## config.mk

```make
export PLATFORM = sky130hd
export DESIGN_NAME = serial_mem_slave
export DESIGN_NICKNAME = d
export VERILOG_FILES = /design/src/rtl/sms_pkg.sv /design/src/rtl/sms_line_sync.sv /design/src/rtl/sms_addr_ptr.sv /design/src/rtl/serial_mem_slave.sv
export SDC_FILE = /design/constraint.sdc
export NUM_CORES = 1
export LEC_CHECK = 0
export BUFFER_PORTS_ARGS = -buffer_cell sky130_fd_sc_hd__buf_2
export CORE_ASPECT_RATIO = 1.5
export CORE_MARGIN = 2
export CORE_UTILIZATION = 41
export CTS_BUF_LIST = sky130_fd_sc_hd__clkbuf_4
export CTS_CLUSTER_DIAMETER = 120
export DETAILED_ROUTE_END_ITERATION = 6
export SYNTH_ARGS = -nofsm -noshare
export SYNTH_HDL_FRONTEND = slang
export SYNTH_SLANG_ARGS = --single-unit
export TNS_END_PERCENT = 100
```

## constraint.sdc

```tcl
create_clock -name clk -period 1.88 [get_ports clk]
set_input_delay 0.376 -clock clk [delete_from_list [all_inputs] [get_ports clk]]
set_output_delay 0.376 -clock clk [all_outputs]
set_load 0.05 [all_outputs]
```

## src/rtl/sms_pkg.sv

```systemverilog
package sms_pkg;
  typedef enum logic [2:0] {
    ST_IDLE,
    ST_RX,
    ST_RXEND,
    ST_ACK,
    ST_TX,
    ST_TXACK,
    ST_TXNEXT
  } sms_state_e;

  typedef enum logic [1:0] {
    PH_CTRL,
    PH_AHI,
    PH_ALO,
    PH_DATA
  } sms_phase_e;

  localparam logic [3:0] DEV_CODE = 4'b1010;
endpackage

```

## src/rtl/sms_line_sync.sv

```systemverilog
module sms_line_sync #(
  parameter int STAGES = 2
) (
  input  logic clk,
  input  logic rst,
  input  logic scl_i,
  input  logic sda_i,
  output logic scl_lvl,
  output logic sda_lvl,
  output logic scl_rise,
  output logic scl_fall,
  output logic start_ev,
  output logic stop_ev
);
  logic [STAGES-1:0] scl_sh, sda_sh;
  logic scl_now, sda_now;

  assign scl_now = scl_sh[STAGES-1];
  assign sda_now = sda_sh[STAGES-1];

  always_ff @(posedge clk) begin
    if (rst) begin
      scl_sh   <= '1;
      sda_sh   <= '1;
      scl_lvl  <= 1'b1;
      sda_lvl  <= 1'b1;
      scl_rise <= 1'b0;
      scl_fall <= 1'b0;
      start_ev <= 1'b0;
      stop_ev  <= 1'b0;
    end else begin
      scl_sh   <= {scl_sh[STAGES-2:0], scl_i};
      sda_sh   <= {sda_sh[STAGES-2:0], sda_i};
      scl_lvl  <= scl_now;
      sda_lvl  <= sda_now;
      scl_rise <= scl_now & ~scl_lvl;
      scl_fall <= ~scl_now & scl_lvl;
      start_ev <= scl_now & scl_lvl & sda_lvl & ~sda_now;
      stop_ev  <= scl_now & scl_lvl & ~sda_lvl & sda_now;
    end
  end

  // a Start is only reported with the clock line high and data low
  p_start_level_r3: assert property (@(posedge clk) disable iff (rst)
    start_ev |-> (scl_lvl && !sda_lvl));
endmodule

```

## src/rtl/sms_addr_ptr.sv

```systemverilog
module sms_addr_ptr #(
  parameter int AW = 16,
  parameter int PW = 6
) (
  input  logic          clk,
  input  logic          rst,
  input  logic          load,
  input  logic [AW-1:0] load_val,
  input  logic          set_top,
  input  logic          top_val,
  input  logic          inc_rd,
  input  logic          inc_wr,
  output logic [AW-1:0] ptr
);
  localparam logic [AW-2:0] ONE_HALF = {{(AW-2){1'b0}}, 1'b1};
  localparam logic [PW-1:0] ONE_PAGE = {{(PW-1){1'b0}}, 1'b1};

  always_ff @(posedge clk) begin
    if (rst) begin
      ptr <= '0;
    end else if (load) begin
      ptr <= load_val;
    end else if (set_top) begin
      ptr[AW-1] <= top_val;
    end else if (inc_rd) begin
      ptr[AW-2:0] <= ptr[AW-2:0] + ONE_HALF;
    end else if (inc_wr) begin
      ptr[PW-1:0] <= ptr[PW-1:0] + ONE_PAGE;
    end
  end

  // a read step never changes the half bit
  p_half_keep_r10: assert property (@(posedge clk) disable iff (rst)
    (inc_rd && !load && !set_top) |=> (ptr[AW-1] == $past(ptr[AW-1])));

  // a write step never leaves the current page
  p_page_keep_r5: assert property (@(posedge clk) disable iff (rst)
    (inc_wr && !load && !set_top && !inc_rd) |=> (ptr[AW-1:PW] == $past(ptr[AW-1:PW])));
endmodule

```

## src/rtl/serial_mem_slave.sv

```systemverilog
module serial_mem_slave
  import sms_pkg::*;
#(
  parameter int AW          = 16,
  parameter int PAGE_W      = 6,
  parameter int SYNC_STAGES = 2
) (
  input  logic          clk,
  input  logic          rst,
  input  logic          scl_i,
  input  logic          sda_i,
  output logic          sda_oe,
  input  logic [1:0]    cs_pins,
  input  logic          cs_en,
  input  logic          wr_busy,
  output logic [AW-1:0] rd_addr,
  input  logic [7:0]    rd_data,
  output logic          pw_load,
  output logic [AW-1:0] pw_addr,
  output logic [7:0]    pw_data,
  output logic          pw_commit,
  output logic          pw_cancel
);
  localparam int HI_W = AW - 9;

  logic scl_lvl, sda_lvl, scl_rise, scl_fall, start_ev, stop_ev;

  sms_line_sync #(.STAGES(SYNC_STAGES)) u_sync (
    .clk      (clk),
    .rst      (rst),
    .scl_i    (scl_i),
    .sda_i    (sda_i),
    .scl_lvl  (scl_lvl),
    .sda_lvl  (sda_lvl),
    .scl_rise (scl_rise),
    .scl_fall (scl_fall),
    .start_ev (start_ev),
    .stop_ev  (stop_ev)
  );

  sms_state_e       state_q;
  sms_phase_e       phase_q;
  logic [2:0]       bitcnt_q;
  logic [7:0]       shreg_q;
  logic             rw_q, blk_q, ack_pend_q, staged_q;
  logic [HI_W-1:0]  addr_hi_q;
  logic [7:0]       rxbyte;
  logic             ctrl_ok, byte_fin, tx_load, quiet;
  logic             p_load, p_set_top, p_inc_rd, p_inc_wr;
  logic [AW-1:0]    ptr;

  assign quiet   = !start_ev && !stop_ev;
  assign rxbyte  = {shreg_q[6:0], sda_lvl};
  assign ctrl_ok = (rxbyte[7:4] == DEV_CODE) && (rxbyte[2:1] == cs_pins) && cs_en && !wr_busy;
  assign byte_fin = quiet && (state_q == ST_RX) && scl_rise && (bitcnt_q == 3'd7);
  assign tx_load  = quiet && scl_fall &&
                    (((state_q == ST_ACK) && (phase_q == PH_CTRL)) || (state_q == ST_TXNEXT));

  always_comb begin
    p_load    = byte_fin && (phase_q == PH_ALO);
    p_set_top = byte_fin && (phase_q == PH_CTRL) && ctrl_ok && rxbyte[0];
    p_inc_wr  = byte_fin && (phase_q == PH_DATA);
    p_inc_rd  = tx_load;
  end

  sms_addr_ptr #(.AW(AW), .PW(PAGE_W)) u_ptr (
    .clk      (clk),
    .rst      (rst),
    .load     (p_load),
    .load_val ({blk_q, addr_hi_q, rxbyte}),
    .set_top  (p_set_top),
    .top_val  (rxbyte[3]),
    .inc_rd   (p_inc_rd),
    .inc_wr   (p_inc_wr),
    .ptr      (ptr)
  );

  assign rd_addr = ptr;

  always_ff @(posedge clk) begin
    if (rst) begin
      state_q    <= ST_IDLE;
      phase_q    <= PH_CTRL;
      bitcnt_q   <= '0;
      shreg_q    <= '0;
      rw_q       <= 1'b0;
      blk_q      <= 1'b0;
      ack_pend_q <= 1'b0;
      staged_q   <= 1'b0;
      addr_hi_q  <= '0;
      sda_oe     <= 1'b0;
      pw_load    <= 1'b0;
      pw_addr    <= '0;
      pw_data    <= '0;
      pw_commit  <= 1'b0;
      pw_cancel  <= 1'b0;
    end else begin
      pw_load   <= 1'b0;
      pw_commit <= 1'b0;
      pw_cancel <= 1'b0;
      if (start_ev) begin
        state_q  <= ST_RX;
        phase_q  <= PH_CTRL;
        bitcnt_q <= '0;
        sda_oe   <= 1'b0;
        pw_cancel <= staged_q;
        staged_q <= 1'b0;
      end else if (stop_ev) begin
        state_q  <= ST_IDLE;
        phase_q  <= PH_CTRL;
        sda_oe   <= 1'b0;
        pw_commit <= staged_q;
        staged_q <= 1'b0;
      end else begin
        unique case (state_q)
          ST_RX: begin
            if (scl_rise) begin
              shreg_q  <= rxbyte;
              bitcnt_q <= bitcnt_q + 3'd1;
              if (bitcnt_q == 3'd7) begin
                state_q    <= ST_RXEND;
                ack_pend_q <= (phase_q != PH_CTRL) || ctrl_ok;
                unique case (phase_q)
                  PH_CTRL: begin
                    rw_q  <= rxbyte[0];
                    blk_q <= rxbyte[3];
                    if (!rxbyte[0]) phase_q <= PH_AHI;
                  end
                  PH_AHI: begin
                    addr_hi_q <= rxbyte[HI_W-1:0];
                    phase_q   <= PH_ALO;
                  end
                  PH_ALO: phase_q <= PH_DATA;
                  PH_DATA: begin
                    pw_load  <= 1'b1;
                    pw_addr  <= ptr;
                    pw_data  <= rxbyte;
                    staged_q <= 1'b1;
                  end
                  default: phase_q <= PH_CTRL;
                endcase
              end
            end
          end
          ST_RXEND: begin
            if (scl_fall) begin
              if (ack_pend_q) begin
                sda_oe  <= 1'b1;
                state_q <= ST_ACK;
              end else begin
                state_q <= ST_IDLE;
              end
            end
          end
          ST_ACK: begin
            if (scl_fall) begin
              bitcnt_q <= '0;
              if (phase_q == PH_CTRL && rw_q) begin
                shreg_q <= rd_data;
                sda_oe  <= ~rd_data[7];
                state_q <= ST_TX;
              end else begin
                sda_oe  <= 1'b0;
                state_q <= ST_RX;
              end
            end
          end
          ST_TX: begin
            if (scl_fall) begin
              if (bitcnt_q == 3'd7) begin
                sda_oe  <= 1'b0;
                state_q <= ST_TXACK;
              end else begin
                shreg_q  <= {shreg_q[6:0], 1'b0};
                sda_oe   <= ~shreg_q[6];
                bitcnt_q <= bitcnt_q + 3'd1;
              end
            end
          end
          ST_TXACK: begin
            if (scl_rise) state_q <= sda_lvl ? ST_IDLE : ST_TXNEXT;
          end
          ST_TXNEXT: begin
            if (scl_fall) begin
              shreg_q  <= rd_data;
              sda_oe   <= ~rd_data[7];
              bitcnt_q <= '0;
              state_q  <= ST_TX;
            end
          end
          default: state_q <= ST_IDLE;
        endcase
      end
    end
  end

  // any Start restarts control-byte reception
  p_restart_r3: assert property (@(posedge clk) disable iff (rst)
    start_ev |=> (state_q == ST_RX && bitcnt_q == 3'd0 && phase_q == PH_CTRL));

  // a Stop always leaves SDA released and commit never overlaps a load
  p_stop_release_r6: assert property (@(posedge clk) disable iff (rst)
    stop_ev |=> !sda_oe);
  p_commit_excl_r6: assert property (@(posedge clk) disable iff (rst)
    !(pw_commit && (pw_load || pw_cancel)));

  // a control byte seen while busy is never marked for acknowledge
  p_no_ack_busy_r7: assert property (@(posedge clk) disable iff (rst)
    (byte_fin && phase_q == PH_CTRL && wr_busy) |=> !ack_pend_q);

  // the block starts pulling SDA only while SCL is low
  p_drive_low_r12: assert property (@(posedge clk) disable iff (rst)
    $rose(sda_oe) |-> !scl_lvl);
endmodule

```

==> flow_metrics.env <==
export IMPL_result_of_the_run="complete, but fails checks"
export IMPL_violated_checks="negative setup slack"
export IMPL_first_global_vias=3289
export IMPL_worst_slew_margin_rel_pct=70.45
export IMPL_post_synth_instance_area_mm2=0.003597
export IMPL_dp_hpwl_um=7234
export IMPL_critPathKind="flip-flop to flip-flop"
export IMPL_worst_path_largest_cell_delay_ps=390
export IMPL_n_antenna_cell=0
export IMPL_nets=544
export IMPL_vias_per_cell=5.288
export IMPL_drtPass1Iterations=4
export IMPL_finalCoreUtilization_pct=56.07
export IMPL_holdBufCountCts=0
export IMPL_chipWidth_um=80.48
export IMPL_clkSlewWorstSetupHoldPaths_ps=130
export IMPL_global_route_total_usage_across_every_layer_pct=21.97
export IMPL_grt_first_pass_wirelength_um=16190
export IMPL_worst_endpoint_arrival_ps=2340
export IMPL_cts_max_path_buffers=2
export IMPL_cts_tree="done"
export IMPL_wl_um=10130
export IMPL_tightest_slew_ps=442.2
export IMPL_timing_critical_path_to_type="flip-flop"
export IMPL_final_setup_tns_ps=-469.8
export IMPL_power_density_mw_per_mm2=610.8
export IMPL_final_cells=632
export IMPL_synth_avg_cell_area_um2=8.565
export IMPL_clock_tree_root="sky130_fd_sc_hd__clkbuf_4"
export IMPL_cts_num_sinks=80
export IMPL_timing_clock_skew_ps=17.63
export IMPL_post_route_drc_violation_count=0
export IMPL_floorplan_initialDensity_pct=42.50
export IMPL_grt_start_max_net_pins=32
export IMPL_fin_worst_hold_slack_ps=101.0
export IMPL_cts_made_buffers=9
export IMPL_grt_overflow=0
export IMPL_placement_rows=41
export IMPL_synth_edff_count=0
export IMPL_fraction_of_the_yosys_area_taken_by_sequential_cells_pct=44.52
export IMPL_worst_path_max_delay_cell="sky130_fd_sc_hd__a2111oi_4"
export IMPL_grt_antenna_before_repair=0
export IMPL_total_power_mw=2.899
export IMPL_drtAntennaViolNets=0
export IMPL_routed_via_count=3342
export IMPL_yosys_cell_types_count=48
export IMPL_setup_viol=13
export IMPL_wl_per_cell_um=16.02
export IMPL_timing_critical_path_required_ps=2230
export IMPL_worst_r2r_path_depth=8
export IMPL_yosysWarningCount=0
export IMPL_synth_seq_cells=80
export IMPL_drt_initial_drc_count=122
export IMPL_postSynth_asyncResetShare_pct=0
export IMPL_flow_area_growth_from_synthesis_pct=31.93
export IMPL_yosys_most_used_dff="sky130_fd_sc_hd__dfxtp_1"
export IMPL_clk_latency_ps=450
export IMPL_hold_path_class="primary input to flip-flop"
export IMPL_min_path_cells=2
export IMPL_place_port_buffers=59
export IMPL_drv_slew=0
export IMPL_fill_cells=802
export IMPL_grt_setup_unrepaired="true"
export IMPL_io_pins=60
export IMPL_worst_path_max_fanout=4
export IMPL_vertical_die_dimension_um=118.7
export IMPL_leakagePower_nw=1.983
export IMPL_place_detailed_instances=609
export IMPL_ir_drop_mv=0.4961
export IMPL_h_tree_depth=3
export IMPL_syn_nets=444
export IMPL_final_setup_worst_slack_ps=-103.1
export IMPL_layout_drive_gt1_share_pct=35.05
export IMPL_finalWorstPathRequiredPeriod_ps=1983
export IMPL_fin_crit_share_pct=105.5
export IMPL_timing_fmax_mhz=504.3
export IMPL_drv_max_cap_violation_count=0
export IMPL_critPathLaunchType="flip-flop"
export IMPL_gp_congestion=0.9164
export IMPL_die_ar_mm2=0.009555
export IMPL_cp_cell_sequence="inv_2, ha_4, nand3b_1, buf_6, a2111oi_4, nand3_1, xor2_1, a211oi_1"
export IMPL_design_core_area_mm2=0.008464
export IMPL_hold_violations=0
export IMPL_post_synth_inst_count=420
-- layout by cell type (no fill, tap or decap), types with 3 or more instances in the layout --
master and instances:
sky130_fd_sc_hd__dfxtp_1 69, sky130_fd_sc_hd__nand2_1 67, sky130_fd_sc_hd__buf_2 59, sky130_fd_sc_hd__buf_4 41
sky130_fd_sc_hd__nor2_1 39, sky130_fd_sc_hd__a21oi_1 39, sky130_fd_sc_hd__mux2i_1 16, sky130_fd_sc_hd__a211oi_1 14
sky130_fd_sc_hd__clkbuf_4 10, sky130_fd_sc_hd__buf_6 10, sky130_fd_sc_hd__nand3_1 9, sky130_fd_sc_hd__dfxtp_2 9
sky130_fd_sc_hd__o21ai_0 8, sky130_fd_sc_hd__inv_1 8, sky130_fd_sc_hd__a211oi_2 7, sky130_fd_sc_hd__xor2_1 7
sky130_fd_sc_hd__or2_2 7, sky130_fd_sc_hd__nor2b_1 6, sky130_fd_sc_hd__or3_1 5, sky130_fd_sc_hd__a311oi_1 5
sky130_fd_sc_hd__nand4_1 5, sky130_fd_sc_hd__nor3_1 5, sky130_fd_sc_hd__ha_1 5, sky130_fd_sc_hd__nand3b_1 4
sky130_fd_sc_hd__nand2b_1 4, sky130_fd_sc_hd__xnor2_1 3, sky130_fd_sc_hd__and4_1 3, sky130_fd_sc_hd__nor3b_1 3
sky130_fd_sc_hd__clkinv_2 3
-- registers in the layout, indices dropped and copies added (netlist names), 2 cells and up --
name,cells
pw_addr,16
u_ptr.ptr,16
pw_data,8
addr_hi_q,7
shreg_q,7
bitcnt_q,3
state_q,3
phase_q,2
u_sync.scl_sh,2
u_sync.sda_sh,2
-- cells in the mapped netlist, drive strengths merged, types with 6 or more instances --
master | n | area, um2
xor2 | 7 | 61.31
nor2 | 40 | 152.6
mux2i | 17 | 170.2
buf | 6 | 30.03
or2 | 7 | 43.79
o21ai | 12 | 60.06
nor3 | 6 | 41.29
clkbuf | 18 | 67.56
nand2 | 69 | 259.0
nand3 | 9 | 45.04
nor2b | 7 | 43.79
dfxtp | 80 | 1602
inv | 10 | 37.54
or3 | 7 | 43.79
nand2b | 6 | 37.54
a21oi | 41 | 209.0
a211oi | 21 | 157.7
ha | 8 | 100.1
a311oi | 6 | 52.55
-- where the power goes --
group | switching [mW] | leakage [nW] | internal, mW | total (mW)
clock network | 0.609 | 0.0765 | 0.414 | 1.02
logic | 0.0864 | 1.25 | 0.0693 | 0.156
registers | 0.0126 | 0.652 | 1.71 | 1.72
total | 0.708 | 1.98 | 2.19 | 2.90
-- timing repair --
item,CTS,global route
gates resized for setup,16,38
pin swaps,18,21
cloned,0,1
buffers inserted,3,3
setup endpoints to repair,23,36
-- worst max-delay path: cells and delay by family (launching register included) --
family / cells / cell delay [ps]
AOI/OAI and AO/OA: 2 / 600
xor gates and xnor gates: 1 / 170
adders and majority gates: 1 / 140
buffers and inverters: 2 / 270
DFF: 1 / 350
and+or+nand+nor: 2 / 370
-- through the flow --
stage	setup WS [ps]	instance area [um2]
6_report	-103.1	4746
5_1_grt	-169.0	4746
4_1_cts	-100.4	4556
3_5_place_dp	-105.8	4343
3_3_place_gp	-27.13	4343
2_1_floorplan	-55.76	3659
-- logic make-up after synthesis --
kind of cell    after synthesis  share of synthesized area (%)
buf+inv                      34                          3.757
mux                          19                          5.356
fa+ha+maj                     8                          2.783
flops                        80                          44.52
xor+xnor                     10                          2.435
compound gates               92                          16.87
simple gates                177                          24.28
-- path summary, 6_finish.rpt --
kind                               startpoint                     endpoint  slack, ps
setup reg to reg      phase_q[1]$_SDFFE_PP0P_    u_ptr.ptr[7]$_SDFFE_PP0P_       -100
hold reg to reg   u_sync.sda_sh[0]$_SDFF_PP1_  u_sync.sda_sh[1]$_SDFF_PP1_        430
hold / removal                          scl_i  u_sync.scl_sh[0]$_SDFF_PP1_        100
setup / recovery      phase_q[1]$_SDFFE_PP0P_    u_ptr.ptr[7]$_SDFFE_PP0P_       -100
-- area by class of cell --
class	count	area [um2]	area share, %
clock buffers	10	75.07	1.582
clock inverters	6	58.81	1.239
inverters	10	37.54	0.7909
multi-input cells	306	2044	43.08
flip-flops and latches	80	1620	34.14
well taps	107	133.9	2.821
repair buffers	113	775.7	16.35
-- routing by layer --
layer  global-route usage, %  share of wire [%]
met1                   25.36                 41
met2                   39.43                 55
met3                   3.969                2.3
met4                   7.945                1.7
met5                       0                  0
Note: power is estimated with default switching activity, not from simulation.
